<file path="config.mk">
export PLATFORM = sky130hd
export DESIGN_NAME = suspend_seq
export DESIGN_NICKNAME = d
export VERILOG_FILES = /design/src/rtl/susp_pkg.sv /design/src/rtl/susp_req_filter.sv /design/src/rtl/susp_step_timer.sv /design/src/rtl/susp_release_ctr.sv /design/src/rtl/suspend_seq.sv
export SDC_FILE = /design/constraint.sdc
export NUM_CORES = 1
export LEC_CHECK = 0
export BUFFER_PORTS_ARGS = -buffer_cell sky130_fd_sc_hd__buf_2
export CAP_MARGIN = 20
export CORE_MARGIN = 4
export CORE_UTILIZATION = 54
export CTS_BUF_LIST = sky130_fd_sc_hd__clkbuf_4
export CTS_CLUSTER_SIZE = 16
export DETAILED_ROUTE_END_ITERATION = 10
export PLACE_DENSITY = 0.89
export SYNTH_ARGS = -nofsm -noshare
export SYNTH_HDL_FRONTEND = slang
export SYNTH_SLANG_ARGS = --single-unit
</file>
<file path="constraint.sdc">
create_clock -name clk -period 2.95 [get_ports clk]
set_input_delay 0.4425 -clock clk [delete_from_list [all_inputs] [get_ports clk]]
set_output_delay 0.4425 -clock clk [all_outputs]
set_load 0.03 [all_outputs]
</file>
<file path="src/rtl/susp_pkg.sv">
package susp_pkg;
    typedef enum logic [2:0] {
        ST_RUN,
        ST_LOCK,
        ST_OVR,
        ST_QUIET,
        ST_SLEEP,
        ST_WAKE,
        ST_RELEASE
    } seq_state_e;
endpackage

</file>
<file path="src/rtl/susp_req_filter.sv">
module susp_req_filter #(
    parameter int FILT_LEN = 4
) (
    input  logic clk,
    input  logic rst_n,
    input  logic sus_in,
    input  logic filt_en,
    output logic req_q
);
    localparam int FW = $clog2(FILT_LEN + 1);
    localparam logic [FW-1:0] FMAX = FW'(FILT_LEN);

    logic [FW-1:0] run_cnt;
    logic [FW-1:0] run_nxt;
    logic          qual;

    always_comb begin
        run_nxt = '0;
        if (sus_in) begin
            run_nxt = (run_cnt == FMAX) ? FMAX : run_cnt + 1'b1;
        end
        qual = sus_in && (!filt_en || (run_nxt == FMAX));
    end

    always_ff @(posedge clk) begin
        if (!rst_n) begin
            run_cnt <= '0;
            req_q   <= 1'b0;
        end else begin
            run_cnt <= run_nxt;
            req_q   <= qual;
        end
    end

    // with filter on, a qualified request needs a full run of high samples
    p_full_run_r3: assert property (@(posedge clk) disable iff (!rst_n)
        ($rose(req_q) && $past(filt_en)) |-> (run_cnt == FMAX));

    // a low sample always withdraws the request on the next edge
    p_drop_r5: assert property (@(posedge clk) disable iff (!rst_n)
        !sus_in |=> !req_q);
endmodule

</file>
<file path="src/rtl/susp_step_timer.sv">
module susp_step_timer #(
    parameter int TW = 3
) (
    input  logic          clk,
    input  logic          rst_n,
    input  logic          clr,
    input  logic [TW-1:0] limit,
    output logic          hit
);
    logic [TW-1:0] cnt;

    assign hit = (cnt == limit - 1'b1);

    always_ff @(posedge clk) begin
        if (!rst_n) begin
            cnt <= '0;
        end else if (clr) begin
            cnt <= '0;
        end else if (!hit) begin
            cnt <= cnt + 1'b1;
        end
    end

    // the step counter never runs past the programmed spacing
    p_in_range_r4: assert property (@(posedge clk) disable iff (!rst_n)
        cnt < limit);
endmodule

</file>
<file path="src/rtl/susp_release_ctr.sv">
module susp_release_ctr #(
    parameter int CW = 10
) (
    input  logic          clk,
    input  logic          rst_n,
    input  logic          run,
    input  logic [CW-1:0] cfg_a,
    input  logic [CW-1:0] cfg_b,
    output logic          done_a,
    output logic          done_b
);
    localparam int RW = CW + 1;

    logic [RW-1:0] cnt;
    logic [RW-1:0] nxt;

    always_comb begin
        nxt    = (cnt == '1) ? cnt : cnt + 1'b1;
        done_a = run && (nxt >= {1'b0, cfg_a});
        done_b = run && (nxt >= {1'b0, cfg_b});
    end

    always_ff @(posedge clk) begin
        if (!rst_n) begin
            cnt <= '0;
        end else if (!run) begin
            cnt <= '0;
        end else begin
            cnt <= nxt;
        end
    end

    // the release count only grows while the release phase lasts
    p_monotone_r6: assert property (@(posedge clk) disable iff (!rst_n)
        (run && $past(run)) |-> (cnt >= $past(cnt)));
endmodule

</file>
<file path="src/rtl/suspend_seq.sv">
module suspend_seq
    import susp_pkg::*;
#(
    parameter int FILT_LEN = 4,
    parameter int STEP_GAP = 3,
    parameter int WAKE_DLY = 5,
    parameter int CW       = 10
) (
    input  logic          clk,
    input  logic          rst_n,
    input  logic          suspend,
    input  logic          filt_en,
    input  logic [CW-1:0] cfg_wlock_cyc,
    input  logic [CW-1:0] cfg_ovr_cyc,
    output logic          awake,
    output logic          wr_lock,
    output logic          out_ovr,
    output logic          in_dis
);
    localparam int TMAX = (STEP_GAP > WAKE_DLY) ? STEP_GAP : WAKE_DLY;
    localparam int TW   = $clog2(TMAX + 1);

    seq_state_e    state;
    seq_state_e    nxt;
    logic          req_q;
    logic          tmr_hit;
    logic [TW-1:0] tmr_limit;
    logic          rel_a;
    logic          rel_b;
    logic          moving;

    susp_req_filter #(.FILT_LEN(FILT_LEN)) u_filt (
        .clk     (clk),
        .rst_n   (rst_n),
        .sus_in  (suspend),
        .filt_en (filt_en),
        .req_q   (req_q)
    );

    assign tmr_limit = (state == ST_WAKE) ? TW'(WAKE_DLY) : TW'(STEP_GAP);
    assign moving    = (nxt != state);

    susp_step_timer #(.TW(TW)) u_tmr (
        .clk   (clk),
        .rst_n (rst_n),
        .clr   (moving),
        .limit (tmr_limit),
        .hit   (tmr_hit)
    );

    susp_release_ctr #(.CW(CW)) u_rel (
        .clk    (clk),
        .rst_n  (rst_n),
        .run    (state == ST_RELEASE),
        .cfg_a  (cfg_wlock_cyc),
        .cfg_b  (cfg_ovr_cyc),
        .done_a (rel_a),
        .done_b (rel_b)
    );

    // next-state logic
    always_comb begin
        nxt = state;
        unique case (state)
            ST_RUN:     if (req_q) nxt = ST_LOCK;
            ST_LOCK:    if (tmr_hit) nxt = ST_OVR;
            ST_OVR:     if (tmr_hit) nxt = ST_QUIET;
            ST_QUIET:   if (tmr_hit) nxt = ST_SLEEP;
            ST_SLEEP:   if (!req_q) nxt = ST_WAKE;
            ST_WAKE: begin
                if (req_q)        nxt = ST_LOCK;
                else if (tmr_hit) nxt = ST_RELEASE;
            end
            ST_RELEASE: begin
                if (req_q)              nxt = ST_LOCK;
                else if (rel_a && rel_b) nxt = ST_RUN;
            end
            default:    nxt = ST_RUN;
        endcase
    end

    // state register
    always_ff @(posedge clk) begin
        if (!rst_n) state <= ST_RUN;
        else        state <= nxt;
    end

    // output register
    always_ff @(posedge clk) begin
        if (!rst_n) begin
            awake   <= 1'b1;
            wr_lock <= 1'b0;
            out_ovr <= 1'b0;
            in_dis  <= 1'b0;
        end else if (moving) begin
            case (nxt)
                ST_LOCK:    wr_lock <= 1'b1;
                ST_OVR:     out_ovr <= 1'b1;
                ST_QUIET:   in_dis  <= 1'b1;
                ST_SLEEP:   awake   <= 1'b0;
                ST_WAKE:    in_dis  <= 1'b0;
                ST_RELEASE: awake   <= 1'b1;
                ST_RUN: begin
                    wr_lock <= 1'b0;
                    out_ovr <= 1'b0;
                end
                default: ;
            endcase
        end else if (state == ST_RELEASE) begin
            if (rel_a) wr_lock <= 1'b0;
            if (rel_b) out_ovr <= 1'b0;
        end
    end

    // the override only engages on top of an established write lock
    p_ovr_after_lock_r4: assert property (@(posedge clk) disable iff (!rst_n)
        $rose(out_ovr) |-> (wr_lock && $past(wr_lock)));

    // inputs are cut only once outputs are overridden
    p_quiet_after_ovr_r4: assert property (@(posedge clk) disable iff (!rst_n)
        $rose(in_dis) |-> (out_ovr && wr_lock));

    // awake drops last
    p_awake_last_r4: assert property (@(posedge clk) disable iff (!rst_n)
        $fell(awake) |-> (in_dis && out_ovr && wr_lock));

    // awake never rises while inputs are still disabled
    p_awake_rise_r5: assert property (@(posedge clk) disable iff (!rst_n)
        $rose(awake) |-> !in_dis);

    // the write lock is released only once the fabric is awake
    p_wlock_release_r6: assert property (@(posedge clk) disable iff (!rst_n)
        $fell(wr_lock) |-> awake);

    // the override is released only once the fabric is awake
    p_ovr_release_r7: assert property (@(posedge clk) disable iff (!rst_n)
        $fell(out_ovr) |-> awake);

    // a returning request during release re-locks on the next edge
    p_abort_relock_r8: assert property (@(posedge clk) disable iff (!rst_n)
        (state == ST_RELEASE && req_q) |=> (wr_lock && state == ST_LOCK));
endmodule

</file>
==> run metrics <==
final worst slack -0.1161 ns; fin crit period 3.066 ns; Slew Limit Fails 0; Slew @ Worst Pin 0.6487 ns; CP peak stage delay 0.45 ns; Final HPWL DP 3279 um; Design Area, Final 2490 um2; peak supply drop 0.2141 mV; delay-heaviest family, CP simple AND/OR/NAND/NOR gates; Max-Cap Viols 0; number of global-route vias before repair 1720; Syn Nets 287; Net count, final 329; I/O pin count 28; Netlist cell types 59; CTS clk-pin slew, worst paths 0.15 ns; complex-gate fraction of the synthesized area 17.46%; slowest cell on the critical path o311ai_0; CTS Buf Count 3; Initial Utilization 56.88%; largest family of logic cells by synthesized area simple AND/OR/NAND/NOR gates; worst path arrival time 3.28 ns; die width 67.76 um; Post-Synth XOR/XNOR Area 4.088%; failing checks negative setup slack; clock sinks 25; layout cells sized above 1 35.71%; pre-CTS WS -0.1369 ns; post-synthesis adder-cell area fraction 15.57%; Area Growth Syn to Fin 29.14%; DR WL/cell 14.57 um; reg-to-reg slack, setup -0.12 ns; crit share post-route 103.9%; Rel. slew slack 56.75%; fin util 73.46%; YS warnings 0; dpl cell area 2185 um2; DR vias 1844; EDFF count, synth 0; Mapped Cells 239; post-synthesis mux area share 2.855%; GP Congestion 0.7817; Setup CP Type register to register; Synth area leader dfxtp_1; fmax 326.2 MHz; min-delay worst type input pin to register; ys flop type dfxtp_1; die area 4591 um2; clk_lat worst skew 0.33 ns; Clock Root Buffer clkbuf_4; CTS tree yes; overall power 807.2 uW; htree depth 1; Critical Path Fanout Max 8; Power per Cell Area 324.2 nW/um2; Post-DRT Antenna Nets 0; Row Count 21; Total GRT Usage 19.26%; n_diodes 0; WP data required 3.17 ns; Core Area 3390 um2; status finished, violations left; Final Skew 0.005167 ns; Synth top area share 25.96%; first-pass GRT wire length 6975 um; Hold Vio Cnt, Final 0; drt total wl 4751 um; CP Cell Sequence nand4_1 > nor3_4 > nand2_4 > nand2b_4 > nor2_2 > xor2_2 > ha_1 > nand2_1 > nor2_2 > a311oi_2 > buf_4 > nand2_1 > o311ai_0 > mux2i_1; drt initial violations 96; Seq/Total Area, Yosys 25.96%; most frequent cell after synthesis nand2_1; type of destination of the critical path register; Synth top cells by count 33 x nand2_1, 25 x dfxtp_1, 24 x ha_1, 23 x inv_1, 19 x a21oi_1; hold-fix buffers at CTS 0; largest net degree at the start of global routing 16; grt total ovfl 0; Port Buf Inserts 27; Simple-Gate Fraction of Synth Area 26.87%; CP Buf/Inv Count 1; Synth area leaders dfxtp_1 26%, ha_1 16%, nand2_1 6.4%, a21oi_1 4.9%, inv_1 4.5%; final setup violation count 2; Die Y 67.76 um; Clock Path Buffers 2; Leak Pwr 0.001191 uW; Post-Syn Area per Cell 8.067 um2; drt drc 0; Yosys reg bits 25; asr flop ratio synth 0%; Mapped Area 1928 um2; RSZ-0062 raised after global routing yes; drt via density 5.656; CP startpoint kind register; initial antenna violation count 0; drt pass-1 iters 6
area by class of cell:
class / count / area [um2]
fill: 240 / 899.6
clock inverter: 1 / 7.507
inverter: 24 / 90.09
tap: 46 / 57.56
timing repair buffer: 44 / 266.5
multi-input combinational: 183 / 1543
sequential: 25 / 503.0
clock buffer: 3 / 22.52
per-stage QoR:
| stage | hold slack (ns) | TNS (ns) | std cells |
|---|---|---|---|
| 5_1_grt | 0.2714 | -0.5752 | 326 |
| 3_5_place_dp | 0.4498 | -0.3649 | 320 |
| 2_1_floorplan | 0.4266 | 0 | 239 |
| 3_3_place_gp | 0.4418 | -0.007205 | 320 |
| 4_1_cts | 0.2886 | -0.02995 | 324 |
| 6_report | 0.2850 | -0.1480 | 326 |
cells by family (layout without fill, tap and decap cells):
family / Yosys count / after routing
and+or+nand+nor: 95 / 95
xor gates and xnor gates: 9 / 9
DFF: 25 / 25
buffers and inverters: 31 / 72
adders and majority gates: 24 / 24
AOI/OAI and AO/OA: 50 / 50
muxes: 5 / 5
worst paths after layout:
path	endpoint	start	cells past startpoint
min	u_filt.req_q$_SDFF_PN0_	filt_en	2
min reg2reg	u_filt.run_cnt[0]$_SDFF_PN0_	u_filt.run_cnt[0]$_SDFF_PN0_	1
max	out_ovr$_SDFFE_PN0P_	u_rel.cnt[6]$_SDFF_PN0_	14
max reg2reg	out_ovr$_SDFFE_PN0P_	u_rel.cnt[6]$_SDFF_PN0_	14
power by group:
part / leakage [uW] / switching, uW / total (uW) / internal [uW]
sequential: 0.000204 / 51.3 / 411 / 360
combinational: 0.000973 / 122 / 230 / 108
clock: 0.0000139 / 115 / 166 / 51.9
total: 0.00119 / 288 / 807 / 520
metal layers:
layer	GRT usage, %	wire length [um]	up-vias
li1	-	-	919
met1	23.18	1986	862
met2	36.21	2457	49
met3	2.329	173	14
met4	3.797	134	0
met5	0	0	-
registers in the layout, summed over array words and instances, names as in the netlist:
name            count
state               3
in_dis              1
awake               1
out_ovr             1
u_filt.run_cnt      3
u_filt.req_q        1
u_rel.cnt          11
u_tmr.cnt           3
wr_lock             1
what timing repair did:
item	4_1_cts	5_1_grt
buffers inserted	0	2
gates resized for setup	13	37
pin swaps	11	21
hold endpoints to repair	0	0
endpoints found under the setup margin	6	9
cells in the final DEF, fill, tap and decap left out, drive strengths merged, types with 4 or more instances in the layout:
cell type | Yosys | layout
mux2i | 4 | 4
nand2b | 6 | 6
inv | 24 | 24
nand3 | 6 | 6
a21oi | 19 | 19
nor2 | 15 | 15
buf | 4 | 44
o21ai | 7 | 7
nor2b | 10 | 10
dfxtp | 25 | 25
xnor2 | 7 | 7
ha | 24 | 24
nand2 | 33 | 33
nor3 | 7 | 7
worst register-to-register path: stages, from the launching register on:
cell and delay, ns:
dfxtp_1 0.38, nand4_1 0.20, nor3_4 0.30, nand2_4 0.15, nand2b_4 0.11, nor2_2 0.05, xor2_2 0.18, ha_1 0.29
nand2_1 0.09, nor2_2 0.04, a311oi_2 0.33, buf_4 0.16, nand2_1 0.06, o311ai_0 0.45, mux2i_1 0.13
(Power assumes the default switching activity.)
